## config.mk

```make
export PLATFORM = sky130hd
export DESIGN_NAME = rx_width_guard
export DESIGN_NICKNAME = d
export VERILOG_FILES = /design/src/rtl/rxwg_pkg.sv /design/src/rtl/rxwg_req_sync.sv /design/src/rtl/rxwg_seq.sv /design/src/rtl/rx_width_guard.sv
export SDC_FILE = /design/constraint.sdc
export NUM_CORES = 1
export LEC_CHECK = 0
export BUFFER_PORTS_ARGS = -buffer_cell sky130_fd_sc_hd__buf_2
export CAP_MARGIN = 30
export CORE_MARGIN = 8
export CORE_UTILIZATION = 45
export CTS_BUF_LIST = sky130_fd_sc_hd__clkbuf_2
export DETAILED_ROUTE_END_ITERATION = 7
export PLACE_DENSITY = 0.69
export SLEW_MARGIN = 20
export SYNTH_ARGS = -nofsm -noshare
export SYNTH_HDL_FRONTEND = slang
export SYNTH_SLANG_ARGS = --single-unit
```

## constraint.sdc

```tcl
create_clock -name clk -period 2.52 [get_ports clk]
set_clock_uncertainty 0.2 [all_clocks]
set_input_delay 0.378 -clock clk [delete_from_list [all_inputs] [get_ports clk]]
set_output_delay 0.378 -clock clk [all_outputs]
set_load 0.03 [all_outputs]
```

## src/rtl/rxwg_pkg.sv

```systemverilog
package rxwg_pkg;

    localparam int WORD_W = 16;

    typedef logic [WORD_W-1:0] word_t;

    typedef enum logic [3:0] {
        S_IDLE,
        S_RD,
        S_WAIT_RD,
        S_WR_FORCE,
        S_WAIT_WR1,
        S_WAIT_PMA,
        S_WR_RESTORE,
        S_WAIT_WR2
    } seq_state_e;

    typedef struct packed {
        logic en;
        logic we;
        logic hold_rst;
    } port_ctl_t;

    // Port strobes and receiver reset level implied by each state.
    function automatic port_ctl_t ctl_for(seq_state_e s);
        port_ctl_t c;
        c = '0;
        case (s)
            S_RD:         begin c.en = 1'b1; c.hold_rst = 1'b1; end
            S_WAIT_RD:    c.hold_rst = 1'b1;
            S_WR_FORCE:   begin c.en = 1'b1; c.we = 1'b1; c.hold_rst = 1'b1; end
            S_WAIT_WR1:   c.hold_rst = 1'b1;
            S_WAIT_PMA:   c.hold_rst = 1'b1;
            S_WR_RESTORE: begin c.en = 1'b1; c.we = 1'b1; end
            default:      c = '0;
        endcase
        return c;
    endfunction

    // Replace the masked field of a word, keep all other bits.
    function automatic word_t merge_field(word_t w, word_t fbits, word_t mask);
        return (w & ~mask) | (fbits & mask);
    endfunction

    function automatic logic in_guard_span(seq_state_e s);
        return (s == S_WR_FORCE) || (s == S_WAIT_WR1) ||
               (s == S_WAIT_PMA) || (s == S_WR_RESTORE);
    endfunction

endpackage

```

## src/rtl/rxwg_req_sync.sv

```systemverilog
module rxwg_req_sync #(
    parameter int STAGES = 2
) (
    input  logic clk,
    input  logic rst,
    input  logic req_async,
    output logic req_rise
);
    logic [STAGES-1:0] chain_q;
    logic              last_q;

    always_ff @(posedge clk) begin
        if (rst) begin
            chain_q <= '0;
            last_q  <= 1'b0;
        end else begin
            chain_q <= {chain_q[STAGES-2:0], req_async};
            last_q  <= chain_q[STAGES-1];
        end
    end

    assign req_rise = chain_q[STAGES-1] & ~last_q;

    // an edge of the synchronized request is a single-cycle event
    a_r9_single_rise: assert property (@(posedge clk) disable iff (rst)
        req_rise |=> !req_rise);

endmodule

```

## src/rtl/rxwg_seq.sv

```systemverilog
module rxwg_seq
    import rxwg_pkg::*;
#(
    parameter word_t FIELD_MASK = 16'h3800,
    parameter word_t FORCE_BITS = 16'h0800
) (
    input  logic  clk,
    input  logic  rst,
    input  logic  start,
    input  logic  pma_done,
    input  logic  port_rdy,
    input  word_t port_rdata,
    output logic  port_en,
    output logic  port_we,
    output word_t port_wdata,
    output logic  rx_reset,
    output logic  seq_done
);
    seq_state_e state_q, state_d;
    logic       guard_q;
    word_t      orig_q;
    word_t      restore_q, restore_d;
    logic       done_q;
    port_ctl_t  ctl;

    always_comb begin
        state_d   = state_q;
        restore_d = restore_q;
        case (state_q)
            S_IDLE:       state_d = S_IDLE;
            S_RD:         state_d = S_WAIT_RD;
            S_WAIT_RD: begin
                if (port_rdy) begin
                    state_d   = S_WR_FORCE;
                    restore_d = guard_q ? orig_q : port_rdata;
                end
            end
            S_WR_FORCE:   state_d = S_WAIT_WR1;
            S_WAIT_WR1:   if (port_rdy) state_d = S_WAIT_PMA;
            S_WAIT_PMA:   if (pma_done) state_d = S_WR_RESTORE;
            S_WR_RESTORE: state_d = S_WAIT_WR2;
            S_WAIT_WR2:   if (port_rdy) state_d = S_IDLE;
            default:      state_d = S_IDLE;
        endcase
        if (start) state_d = S_RD;
    end

    always_ff @(posedge clk) begin
        if (rst) begin
            state_q   <= S_IDLE;
            restore_q <= '0;
            done_q    <= 1'b0;
        end else begin
            state_q   <= state_d;
            restore_q <= restore_d;
            done_q    <= (state_q == S_WAIT_WR2) && port_rdy && !start;
        end
    end

    // Protection flag: set across the force..restore span, cleared on restore completion
    always_ff @(posedge clk) begin
        if (rst)                          guard_q <= 1'b0;
        else if (in_guard_span(state_q))  guard_q <= 1'b1;
        else if (state_q == S_WAIT_WR2)   guard_q <= 1'b0;
    end

    // Saved original, only taken from a read while unprotected
    always_ff @(posedge clk) begin
        if (rst)
            orig_q <= '0;
        else if (state_q == S_WAIT_RD && port_rdy && !guard_q)
            orig_q <= port_rdata;
    end

    always_comb begin
        ctl = ctl_for(state_q);
        unique case (state_q)
            S_WR_FORCE:   port_wdata = merge_field(restore_q, FORCE_BITS, FIELD_MASK);
            S_WR_RESTORE: port_wdata = restore_q;
            default:      port_wdata = '0;
        endcase
    end

    assign port_en  = ctl.en;
    assign port_we  = ctl.we;
    assign rx_reset = ctl.hold_rst;
    assign seq_done = done_q;

    // flag is set after a guarded state
    a_r5_flag_set: assert property (@(posedge clk) disable iff (rst)
        in_guard_span(state_q) |=> guard_q);
    // flag clears after the restore-completion state
    a_r5_flag_clear: assert property (@(posedge clk) disable iff (rst)
        (state_q == S_WAIT_WR2) |=> !guard_q);
    // unprotected read is captured as the original
    a_r5_capture: assert property (@(posedge clk) disable iff (rst)
        (state_q == S_WAIT_RD && port_rdy && !guard_q) |=> orig_q == $past(port_rdata));
    // protected read keeps the saved original as restore value
    a_r4_keep_orig: assert property (@(posedge clk) disable iff (rst)
        (state_q == S_WAIT_RD && port_rdy && guard_q && !start) |=>
            (restore_q == $past(orig_q)) && $stable(orig_q));
    // every read happens with the receiver held in reset
    a_r6_reset_on_read: assert property (@(posedge clk) disable iff (rst)
        (port_en && !port_we) |-> rx_reset);
    // access strobe lasts one cycle
    a_r7_single_en: assert property (@(posedge clk) disable iff (rst)
        (port_en && !start) |=> !port_en);
    // completion is a single pulse
    a_r8_done_pulse: assert property (@(posedge clk) disable iff (rst)
        seq_done |=> !seq_done);
    // a synchronized edge restarts with the read state
    a_r9_restart: assert property (@(posedge clk) disable iff (rst)
        start |=> (state_q == S_RD));

endmodule

```

## src/rtl/rx_width_guard.sv

```systemverilog
module rx_width_guard
    import rxwg_pkg::*;
#(
    parameter int    ADDR_W      = 9,
    parameter int    SYNC_STAGES = 2,
    parameter logic [ADDR_W-1:0] CFG_ADDR = 9'h011,
    parameter word_t FIELD_MASK  = 16'h3800,
    parameter word_t FORCE_BITS  = 16'h0800
) (
    input  logic              clk,
    input  logic              rst,
    input  logic              reset_req,
    input  logic              pma_done,
    input  logic              port_rdy,
    input  logic [15:0]       port_rdata,
    output logic [ADDR_W-1:0] port_addr,
    output logic              port_en,
    output logic              port_we,
    output logic [15:0]       port_wdata,
    output logic              rx_reset,
    output logic              seq_done
);
    logic start;

    rxwg_req_sync #(.STAGES(SYNC_STAGES)) u_sync (
        .clk       (clk),
        .rst       (rst),
        .req_async (reset_req),
        .req_rise  (start)
    );

    rxwg_seq #(
        .FIELD_MASK (FIELD_MASK),
        .FORCE_BITS (FORCE_BITS)
    ) u_seq (
        .clk        (clk),
        .rst        (rst),
        .start      (start),
        .pma_done   (pma_done),
        .port_rdy   (port_rdy),
        .port_rdata (port_rdata),
        .port_en    (port_en),
        .port_we    (port_we),
        .port_wdata (port_wdata),
        .rx_reset   (rx_reset),
        .seq_done   (seq_done)
    );

    assign port_addr = CFG_ADDR;

endmodule

```

==> results_dict.tcl, run 1 <==
set metrics [dict create \
    root_buffer "clkbuf_2" \
    syn_inst 224 \
    tns_ns 0 \
    rows 25 \
    die-area_um2 7124 \
    r2r_end "u_seq.orig_q[1]$_SDFFE_PP0P_" \
    crit_required_ns 1.94 \
    syn2layout_area_growth_pct 20.02 \
    combPwrFrac 0.426 \
    synth-seq-area-share 0.3803 \
    cpMaxStageDelayCell "dfxtp_1" \
    p_per_area_nw_per_um2 826.7 \
    final_hold_viol_count 0 \
    cts_tree "done" \
    drive_gt1_frac 0.3584 \
    drtIter0Drc 57 \
    viasPerCell 4.844 \
    wl_mm 4.231 \
    cts_made_buffers 5 \
    yosysWarnings 0 \
    drt-pass1-iter-count 4 \
    rr_worst_depth 7 \
    grt_start_max_net_pins 24 \
    r2r_setup_slack_ns 0.60 \
    grt_pass1_vias 1629 \
    start_kind "register" \
    timing.final.crit_share 0.9390 \
    die_h_um 84.41 \
    min_path_type "primary input to register" \
    detailed_place_hpwl_mm 3.054 \
    slew_headroom 0.6453 \
    drv_slew 0 \
    fp.coreArea_um2 4629 \
    sw_frac_of_total 0.3840 \
    cp_top_family "flip-flops" \
    io_buffers 40 \
    nets 303 \
    grt-ovfl-total 0 \
    wire_per_inst_um 12.71 \
    synth_ff_type "dfxtp_1" \
    grt_antenna_before_repair 0 \
    path_cells "ha_2 -> nand2b_1 -> a21boi_4 -> buf_4 -> nor2b_1 -> buf_2" \
    cts_buffer_depth 2 \
    gp_congestion 0.8480 \
    cp-endpoint "port_wdata[8]" \
    final_antenna_net_count 0 \
    r2r-start "u_seq.state_q[0]$_SDFFE_PP0P_" \
    drc 0 \
    vias 1613 \
    start_util 0.4549 \
    status "complete, no violations" \
    rsz0062_at_grt "no" \
    period_minus_slack_ns 2.366 \
    dp_slack_ns 0.3684 \
    ys_async_sr_fraction 0 \
    pin_count 50 \
    path_class "register to primary output" \
    max_freq_mhz 422.6 \
    path_depth 6 \
    ir_drop_mv 0.3956 \
    final.setup.worst_slack_ns 0.1537 \
    synth_seq_cells 40 \
    finalSetupViolCount 0 \
    crit_start "u_seq.state_q[1]$_SDFFE_PP0P_" \
    clkSinkCount 40 \
    p_clk_frac 0.175 \
    cp_slowest_stage_delay_ns 0.41 \
    p_int_uw 1287 \
    crit_buf_inv 2 \
    ys_types 39 \
    cp.arrival_ns 1.79 \
    final_core_util 0.5459 \
    syn_avg_cell_area_um2 9.401 \
    track_usage 0.1259 \
    maxCapViolations 0 \
    dieWidth_um 84.41 \
    path_max_fanout 5 \
    power_leakage_uw 0.0009663 \
    critPathCaptureType "primary output" \
    syn_area_um2 2106 \
    worst_pin_slew_ns 0.5320 \
    p_switching_uw 802.3 \
    h-tree-depth 2 \
    grt_pass1_wl_mm 7.431 \
    clk_pin_slew_ns 0.18 \
    sequentialPowerShare 0.398 \
    clkLatencyLatePin_ns 0.40 \
    synth-edff-count 0 \
    diodes 0 \
]
[metal layers]
metal,global-route usage,share of wire
met5,0,0
met4,0.05987,0.022
met3,0.04195,0.066
met2,0.2013,0.45
met1,0.1480,0.46
[worst min-delay path, cell delays in order]
cell and delay (ns):
buf_2 0.11, nand2_1 0.05, a21oi_1 0.05
[kinds of logic after synthesis]
kind of cell | synth area share
buffers and inverters | 0.1028
flip-flops | 0.3803
adder cells (fa/ha/maj) | 0.02377
multiplexers | 0.08081
other | 0.003566
AND/OR/NAND/NOR | 0.2109
AO/OA/AOI/OAI | 0.1979
[repair_timing]
action / CTS / global route
endpoints found under the setup margin: 9 / 13
setup buffers: 1 / 0
resized for setup: 1 / 2
endpoints found under the hold margin: 13 / 2
hold buffers: 13 / 2
[stage by stage]
stage / hold slack, ns / instance area [um2] / total power (uW) / std cells
after floorplan: 0.2138 / 2132 / 1562 / 231
after global placement: 0.2175 / 2296 / 1704 / 309
after detailed placement: 0.2297 / 2296 / 1717 / 309
after CTS: 0.0004403 / 2504 / 2109 / 331
after global routing: 0.002313 / 2527 / 2232 / 333
final: 0.02637 / 2527 / 2089 / 333
[power by group through the flow]
stage	Sequential (uW)	Clock [uW]	Combinational, uW
global placement	839	0	866
detailed placement	844	0	873
finish	833	366	891
CTS	831	379	899
global route	853	402	977
floorplan	815	0	748
[how the worst min path moves through the flow]
| stage | slack [ns] | cells after the start | from | end |
|---|---|---|---|---|
| 2_1_floorplan | 0.21 | 1 | u_sync.chain_q[0]$_SDFF_PP0_ | u_sync.chain_q[1]$_SDFF_PP0_ |
| 3_3_place_gp | 0.22 | 1 | u_sync.chain_q[0]$_SDFF_PP0_ | u_sync.chain_q[1]$_SDFF_PP0_ |
| 3_5_place_dp | 0.23 | 1 | u_sync.chain_q[0]$_SDFF_PP0_ | u_sync.chain_q[1]$_SDFF_PP0_ |
| 4_1_cts | 0.0004 | 3 | port_rdata[2] | u_seq.orig_q[2]$_SDFFE_PP0P_ |
| 5_1_grt | 0.002 | 3 | port_rdata[2] | u_seq.orig_q[2]$_SDFFE_PP0P_ |
| 6_report | 0.03 | 3 | port_rdata[2] | u_seq.orig_q[2]$_SDFFE_PP0P_ |
[Yosys cell counts (3+ instances only)]
library cell | n | share of area
a21oi_1 | 6 | 0.014
a211oi_2 | 16 | 0.095
clkbuf_1 | 3 | 0.0053
nand2_1 | 25 | 0.045
nor2b_1 | 18 | 0.053
ha_1 | 4 | 0.024
mux2i_1 | 17 | 0.081
dfxtp_1 | 40 | 0.38
inv_1 | 6 | 0.011
buf_4 | 16 | 0.057
buf_2 | 3 | 0.0071
a21oi_2 | 11 | 0.046
nand3_1 | 3 | 0.0071
nor2_1 | 16 | 0.029
nand2_2 | 10 | 0.030
[flip-flops by register name, indices dropped and copies added, names as in the netlist]
signal,flops
u_seq.orig_q,16
u_seq.restore_q,16
u_seq.state_q,3
u_sync.chain_q,2
u_seq.guard_q,1
u_seq.seq_done,1
u_sync.last_q,1
[cells in the final DEF, fill, tap and decap left out, types with 2 or more instances in the layout]
cell type | synthesis | final
clkinv_1 | 0 | 2
dfxtp_1 | 40 | 39
buf_4 | 16 | 11
a21oi_2 | 11 | 11
nor2_1 | 16 | 16
dlygate4sd3_1 | 0 | 15
a21oi_1 | 6 | 6
a31oi_1 | 2 | 2
nand2_1 | 25 | 25
nor2b_1 | 18 | 18
a211oi_2 | 16 | 16
inv_1 | 6 | 6
nand2b_1 | 2 | 2
nand3_1 | 3 | 3
clkbuf_2 | 1 | 5
ha_1 | 4 | 3
conb_1 | 2 | 9
mux2i_1 | 17 | 17
nand2_2 | 10 | 10
buf_2 | 3 | 40
nor3_1 | 2 | 2
and3_1 | 2 | 2
[final cells by class]
class | instances | area, um2
multi-input combinational | 159 | 1140
clock buffer | 5 | 25.02
tap | 54 | 67.56
inverter | 6 | 22.52
fill | 446 | 2102
timing repair buffer | 66 | 432.9
clock inverter | 3 | 37.54
sequential | 40 | 802.0
Note: power is estimated with default switching activity, not from simulation.
==> run 2, diff against run 1 <==
- ABC_AREA: default -> 1
- PLACE_DENSITY: 0.69 -> 0.7
==> run 2 against run 1 <==
- via count up 3.7%
- synthesized cell count up 12%
- flip-flop and latch count unchanged
- die area is 10% lower
- routed wire length increased by 0.54%
- count of clock-buffer cells in the layout did not move
- first-iteration DRC count grew to 2.6 times the previous value
- synthesized area decreased by 13%
- maximum frequency is 2.6% lower
- largest power group is now sequential cells
- power decreased by 23%
- clock power down 27%
- utilization is 0.70 points higher
==> results_dict.tcl, run 2 <==
set metrics [dict create \
    dieWidth_um 79.93 \
    power_leakage_uw 0.0008895 \
    max_freq_mhz 411.8 \
    vias 1673 \
    synth_ff_type "dfxtp_1" \
    min_path_type "primary input to register" \
    p_int_uw 962.8 \
    path_class "register to primary output" \
    synth_top_area_share 0.4354 \
    critPathCaptureType "primary output" \
    drc 0 \
    p_per_area_nw_per_um2 732.7 \
    syn_inst 251 \
    track_usage 0.1316 \
    cts_tree "done" \
    combPwrFrac 0.352 \
    grt-ovfl-total 0 \
    cp.arrival_ns 1.85 \
    final_antenna_net_count 0 \
    syn_avg_cell_area_um2 7.328 \
    clkLatencyLatePin_ns 0.39 \
    nFillCells 402 \
    drv_slew 0 \
    finalPower_uw 1609 \
    synth-seq-area-share 0.4354 \
    grt_pass1_vias 1476 \
    reg_top3 "u_seq.orig_q x16, u_seq.restore_q x16, u_seq.state_q x3" \
    wl_mm 4.254 \
    start_util 0.4631 \
    detailed_place_hpwl_mm 2.968 \
    viasPerCell 4.821 \
    clkSinkCount 40 \
    status "complete, no violations" \
    root_buffer "clkbuf_2" \
    grt_pass1_wl_mm 6.706 \
    tns_ns 0 \
    start_kind "register" \
    nets 322 \
    grt_antenna_before_repair 0 \
    drt-pass1-iter-count 4 \
    finalSetupViolCount 0 \
    rows 23 \
    p_clk_frac 0.167 \
    gp_congestion 0.8548 \
    timing.final.crit_share 0.9637 \
    p_switching_uw 646.1 \
    die_h_um 79.93 \
    clk_pin_slew_ns 0.19 \
    h-tree-depth 2 \
    layout_commonest_cell "nand2_1" \
    synth-edff-count 0 \
    grt_start_max_net_pins 23 \
    synth_seq_cells 40 \
    yosysWarnings 0 \
    synth_most_common_cell "nand2_1" \
    rsz0062_at_grt "no" \
    crit_required_ns 1.94 \
    synth_top_cells_by_area "dfxtp_1 44%, nand2_1 11%, nand3_1 6.3%" \
    ys_types 24 \
    cts_buffer_depth 2 \
    synth_top_area_cell "dfxtp_1" \
    pin_count 50 \
    syn2layout_area_growth_pct 19.39 \
    worst_hold_slack_ns 0.03144 \
    ir_drop_mv 0.3924 \
    ys_async_sr_fraction 0 \
    drtIter0Drc 149 \
    sequentialPowerShare 0.481 \
    final_hold_viol_count 0 \
    maxCapViolations 0 \
    wire_per_inst_um 12.26 \
    syn_area_um2 1839 \
    diodes 0 \
    sw_frac_of_total 0.4016 \
    cts_made_buffers 5 \
    drive_gt1_frac 0.2290 \
    period_minus_slack_ns 2.429 \
    die-area_um2 6389 \
    path_max_fanout 13 \
    fp.coreArea_um2 3971 \
    mostFrequentLayoutCells "55 x nand2_1, 37 x dfxtp_1, 33 x buf_2" \
    io_buffers 40 \
    synth_common_cells "56 x nand2_1, 40 x dfxtp_1, 29 x inv_1" \
]
## run 2: cell count changes in the layout (fill, tap and decap cells not counted), moves of 10 or more
cell      delta
a211oi_2    -16
a21oi_1     +12
a21oi_2     -11
a31oi_1     +14
inv_1       +21
mux2i_1     -17
nand2_1     +30
nand3_1     +20
nor2_1      +10
nor2b_1     -18
## run 2: area by class of cell
cell class	instances	area [um2]	area share
Sequential cell	40	804.5	0.3664
Tap cell	50	62.56	0.02849
Clock inverter	2	12.51	0.005698
Clock buffer	5	25.02	0.01140
Inverter	32	128.9	0.05869
Multi-Input combinational cell	165	814.5	0.3709
Timing Repair Buffer	53	347.8	0.1584
## run 2: per-stage QoR
step                      instances  cell area [um2]  utilization  setup WS [ns]
final                           347             2196       0.5529        0.09142
after global routing            347             2196       0.5529        0.01345
after detailed placement        330             2011       0.5063         0.2397
after CTS                       339             2092       0.5268        0.01293
after floorplan                 258             1866            -         0.2031
after global placement          330             2011       0.5063         0.3185
## run 2: cell families (layout without fill, tap and decap cells)
kind of cell	count (synthesis)	in the layout	synth area share
AO/OA/AOI/OAI	39	39	0.1191
adder cells (fa/ha/maj)	4	4	0.02721
buffers and inverters	53	92	0.1442
flip-flops	40	40	0.4354
other	2	9	0.004083
AND/OR/NAND/NOR	113	113	0.2701
## run 2: repair_timing
action,in CTS,in global routing
gates resized for setup,5,13
hold buffers,1,7
hold endpoints to repair,1,10
cloned,0,0
buffers inserted,1,1
setup endpoints to repair,14,13
pin swaps,0,1
## run 2: routing by layer
layer | routed length, um | GRT usage | vias to the layer above
met5 | 0 | 0 | -
met3 | 388 | 0.04842 | 5
met4 | 58 | 0.05273 | 0
li1 | - | - | 878
met2 | 1892 | 0.1964 | 55
met1 | 1915 | 0.1663 | 735
## run 2: power by group through the flow
stage | sequential, uW | clock, uW | combinational (uW)
final | 774 | 269 | 566
after global routing | 786 | 308 | 632
after global placement | 778 | 0 | 530
after CTS | 766 | 279 | 548
after detailed placement | 780 | 0 | 533
after floorplan | 755 | 0 | 457
## run 2: critical path, cell delays in order (launching register included)
cell,delay [ns]
dfxtp_2,0.41
ha_1,0.21
nand2_1,0.12
nand2_2,0.13
clkinvlp_4,0.11
buf_12,0.15
nor2_1,0.13
buf_4,0.19
## run 2: worst paths after layout
check,startpoint,end,slack (ns),cells after the start
hold / removal,port_rdata[12],u_seq.orig_q[12]$_SDFFE_PP0P_,0.03,3
hold reg to reg,u_sync.chain_q[0]$_SDFF_PP0_,u_sync.chain_q[1]$_SDFF_PP0_,0.22,2
setup / recovery,u_seq.state_q[1]$_SDFFE_PP0P_,port_wdata[9],0.09,7
setup reg to reg,u_seq.state_q[0]$_SDFFE_PP0P_,u_seq.restore_q[9]$_SDFFE_PP0P_,0.76,7
